File: src/rtl/vtg_pkg.sv
package vtg_pkg;

  typedef enum int {SEG_ACT = 0, SEG_FP = 1, SEG_SYNC = 2, SEG_BP = 3} seg_e;

  // Horizontal segment length in clocks, divided by pixels per clock.
  function automatic int h_seg(int fmt, int ppc, seg_e s);
    int v;
    case (fmt)
      0:       case (s) SEG_ACT: v = 1280; SEG_FP: v = 110; SEG_SYNC: v = 40; default: v = 220; endcase
      1:       case (s) SEG_ACT: v = 1920; SEG_FP: v = 88;  SEG_SYNC: v = 44; default: v = 148; endcase
      default: case (s) SEG_ACT: v = 3840; SEG_FP: v = 176; SEG_SYNC: v = 88; default: v = 296; endcase
    endcase
    return v / ((ppc < 1) ? 1 : ppc);
  endfunction

  // Vertical segment length in lines.
  function automatic int v_seg(int fmt, seg_e s);
    int v;
    case (fmt)
      0:       case (s) SEG_ACT: v = 720;  SEG_FP: v = 5; SEG_SYNC: v = 5;  default: v = 20; endcase
      1:       case (s) SEG_ACT: v = 1080; SEG_FP: v = 4; SEG_SYNC: v = 5;  default: v = 36; endcase
      default: case (s) SEG_ACT: v = 2160; SEG_FP: v = 8; SEG_SYNC: v = 10; default: v = 72; endcase
    endcase
    return v;
  endfunction

endpackage

File: src/rtl/vtg_raster_counter.sv
module vtg_raster_counter #(
  parameter int H_TOT = 17,
  parameter int V_TOT = 10,
  parameter int HW    = 5,
  parameter int VW    = 4
) (
  input  logic          clk,
  input  logic          rst,
  input  logic          en,
  input  logic          start,
  output logic          run_o,
  output logic [HW-1:0] h_o,
  output logic [VW-1:0] v_o
);
  localparam logic [HW-1:0] H_LAST = HW'(H_TOT - 1);
  localparam logic [VW-1:0] V_LAST = VW'(V_TOT - 1);

  always_ff @(posedge clk) begin
    if (rst || !en) begin
      run_o <= 1'b0;
      h_o   <= '0;
      v_o   <= '0;
    end else if (!run_o) begin
      run_o <= start;              // position stays (0,0) until armed
    end else if (h_o == H_LAST) begin
      h_o <= '0;
      v_o <= (v_o == V_LAST) ? '0 : v_o + 1'b1;
    end else begin
      h_o <= h_o + 1'b1;
    end
  end
endmodule

File: src/rtl/vtg_raster_decode.sv
module vtg_raster_decode #(
  parameter int H_ACT = 8,
  parameter int H_FP  = 2,
  parameter int H_SW  = 3,
  parameter int H_TOT = 17,
  parameter int V_ACT = 4,
  parameter int V_FP  = 1,
  parameter int V_SW  = 2,
  parameter int V_TOT = 10,
  parameter int HW    = 5,
  parameter int VW    = 4
) (
  input  logic          clk,
  input  logic          rst,
  input  logic          en,
  input  logic          run,
  input  logic [HW-1:0] h,
  input  logic [VW-1:0] v,
  output logic          hact_o,
  output logic          vact_o,
  output logic          hsync_o,
  output logic          vsync_o,
  output logic          de_o,
  output logic          fend_o
);
  localparam logic [HW-1:0] HA  = HW'(H_ACT);
  localparam logic [HW-1:0] HSB = HW'(H_ACT + H_FP);
  localparam logic [HW-1:0] HSE = HW'(H_ACT + H_FP + H_SW);
  localparam logic [HW-1:0] HL  = HW'(H_TOT - 1);
  localparam logic [VW-1:0] VA  = VW'(V_ACT);
  localparam logic [VW-1:0] VSB = VW'(V_ACT + V_FP);
  localparam logic [VW-1:0] VSE = VW'(V_ACT + V_FP + V_SW);
  localparam logic [VW-1:0] VL  = VW'(V_TOT - 1);

  logic ha_c, va_c, hs_c, vs_c, fe_c;

  always_comb begin
    ha_c = run && (h < HA);
    va_c = run && (v < VA);
    hs_c = run && (h >= HSB) && (h < HSE);
    vs_c = run && (v >= VSB) && (v < VSE);
    fe_c = run && (h == HL) && (v == VL);
  end

  always_ff @(posedge clk) begin
    if (rst || !en) begin
      hact_o  <= 1'b0;
      vact_o  <= 1'b0;
      hsync_o <= 1'b0;
      vsync_o <= 1'b0;
      de_o    <= 1'b0;
      fend_o  <= 1'b0;
    end else begin
      hact_o  <= ha_c;
      vact_o  <= va_c;
      hsync_o <= hs_c;
      vsync_o <= vs_c;
      de_o    <= ha_c && va_c;
      fend_o  <= fe_c;
    end
  end
endmodule

File: src/rtl/vtg_dual_raster.sv
module vtg_dual_raster
  import vtg_pkg::*;
#(
  parameter int FORMAT = 1,
  parameter int PPC    = 1,
  parameter int H_ACT  = h_seg(FORMAT, PPC, SEG_ACT),
  parameter int H_FP   = h_seg(FORMAT, PPC, SEG_FP),
  parameter int H_SW   = h_seg(FORMAT, PPC, SEG_SYNC),
  parameter int H_BP   = h_seg(FORMAT, PPC, SEG_BP),
  parameter int V_ACT  = v_seg(FORMAT, SEG_ACT),
  parameter int V_FP   = v_seg(FORMAT, SEG_FP),
  parameter int V_SW   = v_seg(FORMAT, SEG_SYNC),
  parameter int V_BP   = v_seg(FORMAT, SEG_BP)
) (
  input  logic        clk,
  input  logic        rst,
  input  logic        en_i,
  input  logic        ext_sync_en_i,
  input  logic        ext_sync_i,
  output logic        hsync_o,
  output logic        vsync_o,
  output logic        hact_o,
  output logic        vact_o,
  output logic        de_o,
  output logic        fetch_trig_o,
  output logic        frame_end_o,
  output logic [15:0] hres_o
);
  localparam int H_TOT = H_ACT + H_FP + H_SW + H_BP;
  localparam int V_TOT = V_ACT + V_FP + V_SW + V_BP;
  localparam int HW    = $clog2(H_TOT + 1);
  localparam int VW    = $clog2(V_TOT + 1);
  localparam logic [HW-1:0] FHA = HW'(H_ACT);
  localparam logic [VW-1:0] FVA = VW'(V_ACT);

  logic          fetch_run;
  logic [HW-1:0] fetch_h;
  logic [VW-1:0] fetch_v;
  logic          disp_run;
  logic [HW-1:0] disp_h;
  logic [VW-1:0] disp_v;
  logic          disp_start;

  assign disp_start = ext_sync_en_i ? ext_sync_i : 1'b1;

  vtg_raster_counter #(.H_TOT(H_TOT), .V_TOT(V_TOT), .HW(HW), .VW(VW)) u_fetch_cnt (
    .clk(clk), .rst(rst), .en(en_i), .start(1'b1),
    .run_o(fetch_run), .h_o(fetch_h), .v_o(fetch_v)
  );

  vtg_raster_counter #(.H_TOT(H_TOT), .V_TOT(V_TOT), .HW(HW), .VW(VW)) u_disp_cnt (
    .clk(clk), .rst(rst), .en(en_i), .start(disp_start),
    .run_o(disp_run), .h_o(disp_h), .v_o(disp_v)
  );

  vtg_raster_decode #(
    .H_ACT(H_ACT), .H_FP(H_FP), .H_SW(H_SW), .H_TOT(H_TOT),
    .V_ACT(V_ACT), .V_FP(V_FP), .V_SW(V_SW), .V_TOT(V_TOT),
    .HW(HW), .VW(VW)
  ) u_disp_dec (
    .clk(clk), .rst(rst), .en(en_i), .run(disp_run), .h(disp_h), .v(disp_v),
    .hact_o(hact_o), .vact_o(vact_o), .hsync_o(hsync_o), .vsync_o(vsync_o),
    .de_o(de_o), .fend_o(frame_end_o)
  );

  always_ff @(posedge clk) begin
    if (rst || !en_i) fetch_trig_o <= 1'b0;
    else              fetch_trig_o <= fetch_run && (fetch_h < FHA) && (fetch_v < FVA);
  end

  assign hres_o = 16'(H_ACT);
endmodule

File: config.mk
export PLATFORM = sky130hd
export DESIGN_NAME = vtg_dual_raster
export DESIGN_NICKNAME = d
export VERILOG_FILES = /design/src/rtl/vtg_pkg.sv /design/src/rtl/vtg_raster_counter.sv /design/src/rtl/vtg_raster_decode.sv /design/src/rtl/vtg_dual_raster.sv
export SDC_FILE = /design/constraint.sdc
export NUM_CORES = 1
export LEC_CHECK = 0
export ABC_AREA = 1
export BUFFER_PORTS_ARGS = -buffer_cell sky130_fd_sc_hd__buf_4
export CORE_MARGIN = 8
export CORE_UTILIZATION = 50
export DETAILED_ROUTE_END_ITERATION = 8
export PLACE_DENSITY = 0.72
export SLEW_MARGIN = 20
export SYNTH_ARGS = -nofsm -noshare
export SYNTH_HDL_FRONTEND = slang
export SYNTH_SLANG_ARGS = --single-unit
export TNS_END_PERCENT = 10
File: constraint.sdc
create_clock -name clk -period 2.8 [get_ports clk]
set_input_delay 0.42 -clock clk [delete_from_list [all_inputs] [get_ports clk]]
set_output_delay 0.42 -clock clk [all_outputs]
set_load 0.02 [all_outputs]
==> flow_summary.ini, run 1 <==
[outcome]
status = completed

[worst_setup_path]
worstPathRequired_ns = 2.98
crit_slowest_cell = dfxtp_1
startpoint = u_disp_cnt.run_o
cpMostUsedCell = nor2_1
cp_top_family = flip-flops
r2r-end = u_disp_cnt.h_o[5]
crit_type = register to register
slowest_delay_ns = 0.73
critPathBufInv = 1
crit_cells = 5
worstPathArrival_ns = 1.80
reg2reg_from = u_disp_cnt.run_o
critical_path.endpoint = u_disp_cnt.h_o[5]
startpoint_type = register
cp_max_fo = 17
cp-end-kind = register
ff2ff_path_depth = 5
regToRegSetupSlack_ns = 1.17
path_cells = inv_1 > nor2_1 > nand2_1 > xor2_1 > nor2_1

[final_layout]
area_growth_pct = 5.88
multi_input_area_sq_mm = 0.00176
layout-drive-gt1-share_pct = 9.02
num_antenna_cells = 0
fill_cells = 651
fin_util_pct = 54.3
seqCellArea_sq_mm = 0.00110
final_nets = 510
final_cells = 576

[floorplan]
start_util_pct = 51.3
fp-row-count = 29
die_x_um = 96.5
die_area_sq_mm = 0.00930
die_h_um = 96.5
pin_count = 28
design.core.area_sq_mm = 0.00631

[clock_network]
clkSinkCount = 55
cts_tree = yes
htree_num_levels = 2
clock_latency_ns = 0.31
clockBufferDepth = 2
cts.reportedPaths.clkPinSlew_ns = 0.10
cts_buffers = 5
cts-root-buf = clkbuf_8
postCtsHoldBufs = 0
post_cts_resize_count = 0
cts_setup_buffers = 0

[placement]
pre_cts_slack_ns = 1.07
place.gp.congestion = 0.843
place_inst = 568
hpwl_um = 5000
port_buffers = 11

[power_and_ir_drop]
p_per_area_mw_per_mm2 = 432
ir_drop_mv = 0.279
leakagePower_nw = 1.39

[sta]
period_minus_slack_ns = 1.63
tns_ns = 0
rsz0062_at_grt = false
relSlewSlack_pct = 48.9
fin_ws_ns = 1.17
hold_viol = 0
period_share_pct = 58.1
setup_viol = 0
clock_skew_ns = 0.00729
max_freq_mhz = 615
worst_slew_pin_slew_ns = 0.765
whs_ns = 0.318
slew_viol_final = 0

[grt]
grt_pass1_wl_um = 11800
top_usage_layer = met2
gr-usage-met1_pct = 18.7
grt_use_met2_pct = 27.2
grt_usage_pct = 15.4
grt_use_met3_pct = 2.78
antenna_found_initial = 0
gr-total-overflow = 0
grt_pass1_vias = 2692
grt_max_degree = 25

[yosys]
synthTopCellsByArea = dfxtp_1, nand2_1, nor2_1
synth_top_area_share_pct = 34.0
netlist_area_sq_mm = 0.00324
ys_seq_area_share_pct = 34.0
synth_cell_type_count = 36
synth_area_per_cell_sq_um = 6.59
synth_top_area_cell = dfxtp_1
syn_inst = 491
synth_seq_cells = 55
yosysWarnings = 0

[route]
drt-total-wl_um = 6690
drc = 0
vias = 2869
vias_per_cell = 4.98
antenna_left = 0
drtPass1Iterations = 4
routedWlPerCell_um = 11.6
initialDrtViolationCount = 109

[flow_run]
maxCapViolCount = 0

[worst_hold_path]
hold_path_class = input pin to register
whs_path_depth = 2
-- metal layers --
| metal | up-vias | part of all wire (%) |
|---|---|---|
| li1 | 1535 | - |
| met1 | 1299 | 47 |
| met2 | 33 | 50 |
| met3 | 2 | 2.7 |
| met4 | 0 | 0.34 |
| met5 | - | 0 |
-- through the flow --
step	total power (W)	area, sq um
2_1_floorplan	0.000877	3290
3_3_place_gp	0.000874	3290
3_5_place_dp	0.000875	3290
4_1_cts	0.00150	3430
5_1_grt	0.00153	3430
6_report	0.00148	3430
-- worst reg2reg max path, cell delays in order (launching register included) --
cell and delay [ns]:
dfxtp_1 0.73, inv_1 0.27, nor2_1 0.23, nand2_1 0.08, xor2_1 0.13, nor2_1 0.05
-- layout make-up --
cell class	instances	area share, %
Timing Repair Buffer	11	2.41
Multi-Input combinational cell	357	51.3
Clock inverter	2	1.75
Tap cell	77	2.81
Sequential cell	55	32.1
Inverter	68	7.48
Clock buffer	6	2.12
-- placed cells by master (no fill, tap or decap), drive strengths merged, types with 7 or more instances in the layout --
cell,Yosys,routed
nand2,127,127
nor2,80,80
inv,67,67
dfxtp,55,55
nand3,36,36
a21oi,25,25
nor3,20,20
conb,2,16
nand4,16,16
buf,23,11
xor2,8,8
ha,7,7
o21ai,7,7
-- state kept, by name, summed over array words and instances (netlist names) --
register / count
u_fetch_cnt.h_o: 12
u_disp_dec.hsync_o: 1
u_disp_cnt.v_o: 11
u_disp_dec.vact_o: 1
u_disp_dec.fend_o: 1
u_disp_cnt.run_o: 1
u_disp_dec.de_o: 1
u_disp_dec.vsync_o: 1
u_disp_cnt.h_o: 12
u_fetch_cnt.run_o: 1
u_disp_dec.hact_o: 1
fetch_trig_o: 1
u_fetch_cnt.v_o: 11
-- where the power goes --
| group | total [W] | switching, W | internal (W) |
|---|---|---|---|
| Clock | 0.000623 | 0.000265 | 0.000358 |
| Combinational | 0.0000626 | 0.0000491 | 0.0000135 |
| Sequential | 0.000794 | 0.00000807 | 0.000786 |
| Total | 0.00148 | 0.000322 | 0.00116 |
-- cells in the mapped netlist (all sizes together) --
library cell / instances
nand2: 127
nor2: 80
inv: 67
dfxtp: 55
nand3: 36
a21oi: 25
buf: 23
nor3: 20
nand4: 16
xor2: 8
ha: 7
o21ai: 7
nand3b: 4
a31oi: 2
clkbuf: 2
conb: 2
nor3b: 2
o211ai: 2
o21a: 2
a211oi: 1
and3: 1
clkinv: 1
o22ai: 1
-- worst min path at each step --
stage	start	to	slack [ns]
global placement	u_disp_cnt.v_o[4]	u_disp_cnt.v_o[4]	0.49
finish	rst	u_fetch_cnt.run_o	0.32
global route	rst	u_fetch_cnt.run_o	0.31
floorplan	u_disp_cnt.v_o[5]	u_disp_cnt.v_o[5]	0.47
CTS	rst	u_fetch_cnt.run_o	0.31
detailed placement	u_disp_cnt.v_o[9]	u_disp_cnt.v_o[9]	0.49
-- cell families after synthesis --
logic type / after synthesis / share of synthesized area, %
adders and majority gates: 7 / 2.71
buffers and inverters: 93 / 13.3
other: 2 / 0.232
AOI/OAI and AO/OA: 40 / 7.00
xor gates and xnor gates: 8 / 2.16
and+or+nand+nor: 286 / 40.6
DFF: 55 / 34.0
Power figures use the tool's default switching activity.
==> run 2: changes to the inputs <==
ABC_AREA = 0   (was 1)
PLACE_DENSITY = 0.75   (was 0.72)
clock period = 1.31 ns   (was 2.8 ns; I/O delays follow)
==> run 2 against run 1 <==
Sequential power rose by 110%. Combinational power rose to 2.6 times the previous value. Worst setup slack got worse by 1.4 ns. The run now ends with negative setup slack left. Largest power group unchanged. Clock skew fell by 0.0017 ns. Area after synthesis fell by 12%. Core utilization rose by 15 points. Highest routed layer unchanged. Final area rose by 11%. Clock-buffer cell count rose by 1. Clock power rose by 56%. Die area fell by 10%. Register-to-register slack got worse by 1.4 ns. Non-clock buffer count rose by 87.
==> flow_summary.ini, run 2 <==
[clock_network]
cts-root-buf = clkbuf_8
clkSinkCount = 55
clockBufferDepth = 2
cts_buffers = 5
cts.reportedPaths.clkPinSlew_ns = 0.10
cts_tree = yes
clock_latency_ns = 0.31
postCtsHoldBufs = 0
htree_num_levels = 2

[floorplan]
die_x_um = 91.5
start_util_pct = 51.7
die_area_sq_mm = 0.00837
die_h_um = 91.5
design.core.area_sq_mm = 0.00551
fp-row-count = 27
pin_count = 28

[sta]
setup_viol = 47
fin_ws_ns = -0.251
hold_viol = 0
period_share_pct = 119
clock_skew_ns = 0.00559
slew_viol_final = 0
rsz0062_at_grt = true
tns_ns = -5.38
period_minus_slack_ns = 1.56
max_freq_mhz = 641

[power_and_ir_drop]
p_per_area_mw_per_mm2 = 741
ir_drop_mv = 0.566
leakagePower_nw = 1.41

[route]
antenna_left = 0
drtPass1Iterations = 4
drt-total-wl_um = 6700
drc = 0
vias_per_cell = 5.40
routedWlPerCell_um = 13.4
vias = 2698
initialDrtViolationCount = 157

[yosys]
synth_common_cells = dfxtp_1, nor2_1, nand2_1
yosys_most_used_dff = dfxtp_1
netlist_area_sq_mm = 0.00285
synth.most_common_cell = dfxtp_1
synthTopCellsByArea = dfxtp_1, xnor2_1, nor2_1
synth_top_area_cell = dfxtp_1
synth_top_area_share_pct = 38.6
ys_seq_area_share_pct = 38.6
syn_inst = 337
synth_cell_type_count = 48
synth_edf_count = 0
synth_area_per_cell_sq_um = 8.45
yosysWarnings = 0
async_reset_ff_share_pct = 0
synth_seq_cells = 55

[placement]
pre_cts_slack_ns = -0.271
hpwl_um = 4850
place.gp.congestion = 0.921
port_buffers = 11

[flow_run]
maxCapViolCount = 0

[final_layout]
final_common_cell = buf_4
num_antenna_cells = 0
final_cell_mix = buf_4, dfxtp_1, nor2_1
final_nets = 439
reg_top3 = u_disp_cnt.h_o: 12 flops, u_fetch_cnt.h_o: 12 flops
layout-drive-gt1-share_pct = 35.7
area_growth_pct = 33.6

[grt]
grt_pass1_wl_um = 11300
grt_usage_pct = 15.8
grt_max_degree = 23
grt_pass1_vias = 2599
gr-total-overflow = 0
antenna_found_initial = 0

[worst_setup_path]
crit_type = register to register
cp-end-kind = register
worstPathRequired_ns = 1.56
startpoint_type = register
worstPathArrival_ns = 1.81
cp_max_fo = 22

[outcome]
status = finished with violations
violations = negative setup slack

[worst_hold_path]
hold_path_class = input pin to register
[run 2: what timing repair did]
action                                  in CTS  in global routing
endpoints found under the setup margin      47                 49
gates resized for setup                     24                 11
setup buffers                                1                  0
hold endpoints to repair                     0                  0
pin swaps                                   22                  3
[run 2: power breakdown]
part / internal [W] / switching (W)
clock network: 0.000428 / 0.000543
registers: 0.00168 / 0.00000909
logic: 0.0000595 / 0.000105
total: 0.00216 / 0.000657
[run 2: final timing paths]
path	slack [ns]	start	end	cells past startpoint
worst max register to register	-0.25	u_fetch_cnt.h_o[1]	u_fetch_cnt.v_o[10]	6
worst min register to register	0.50	u_fetch_cnt.v_o[1]	u_fetch_cnt.v_o[1]	2
worst max-delay path	-0.25	u_fetch_cnt.h_o[1]	u_fetch_cnt.v_o[10]	6
worst min-delay path	0.04	ext_sync_en_i	u_disp_cnt.run_o	2
[run 2: critical path, stage by stage (launching register included)]
cell,delay [ns]
dfxtp_2,0.36
ha_4,0.13
and3_4,0.19
nand4_1,0.09
buf_6,0.18
or4_1,0.40
a21oi_1,0.15
[run 2: cells by family (layout without fill, tap and decap cells)]
group                      count (synthesis)  after routing  share of synthesized area, %
AOI/OAI and AO/OA                         45             45                          9.09
adders and majority gates                  7              7                          3.07
xor gates and xnor gates                  23             23                          7.07
DFF                                       55             55                          38.6
other                                      2             16                         0.264
muxes                                      3              3                          1.05
and+or+nand+nor                          161            161                          31.9
buffers and inverters                     41            118                          8.92
[run 2: metrics by stage]
stage / util, % / cell area, sq um / hold WS, ns / total power [W] / instances
final: 69.1 / 3810 / 0.0382 / 0.00282 / 500
after CTS: 68.3 / 3760 / 0.0292 / 0.00285 / 500
after global placement: 65.4 / 3600 / 0.375 / 0.00188 / 491
after global routing: 69.1 / 3810 / 0.0311 / 0.00293 / 500
after floorplan: - / 2980 / 0.286 / 0.00186 / 351
after detailed placement: 65.4 / 3600 / 0.376 / 0.00188 / 491
[run 2: cell type report]
type / instances / area, sq um
flip-flops and latches: 55 / 1120
multi-input cells: 255 / 1680
well taps: 72 / 90.1
inverters: 12 / 45.0
clock buffers: 7 / 86.3
fillers: 419 / 1700
repair buffers: 98 / 779
clock inverters: 1 / 5.00
[run 2: metal layers]
metal  global-route usage (%)  vias to the layer above  share of wire (%)
li1                         -                     1335                  -
met1                     18.3                     1291                 43
met2                     27.7                       63                 50
met3                     3.29                        9                4.5
met4                     6.00                        0                1.7
met5                        0                        -                  0
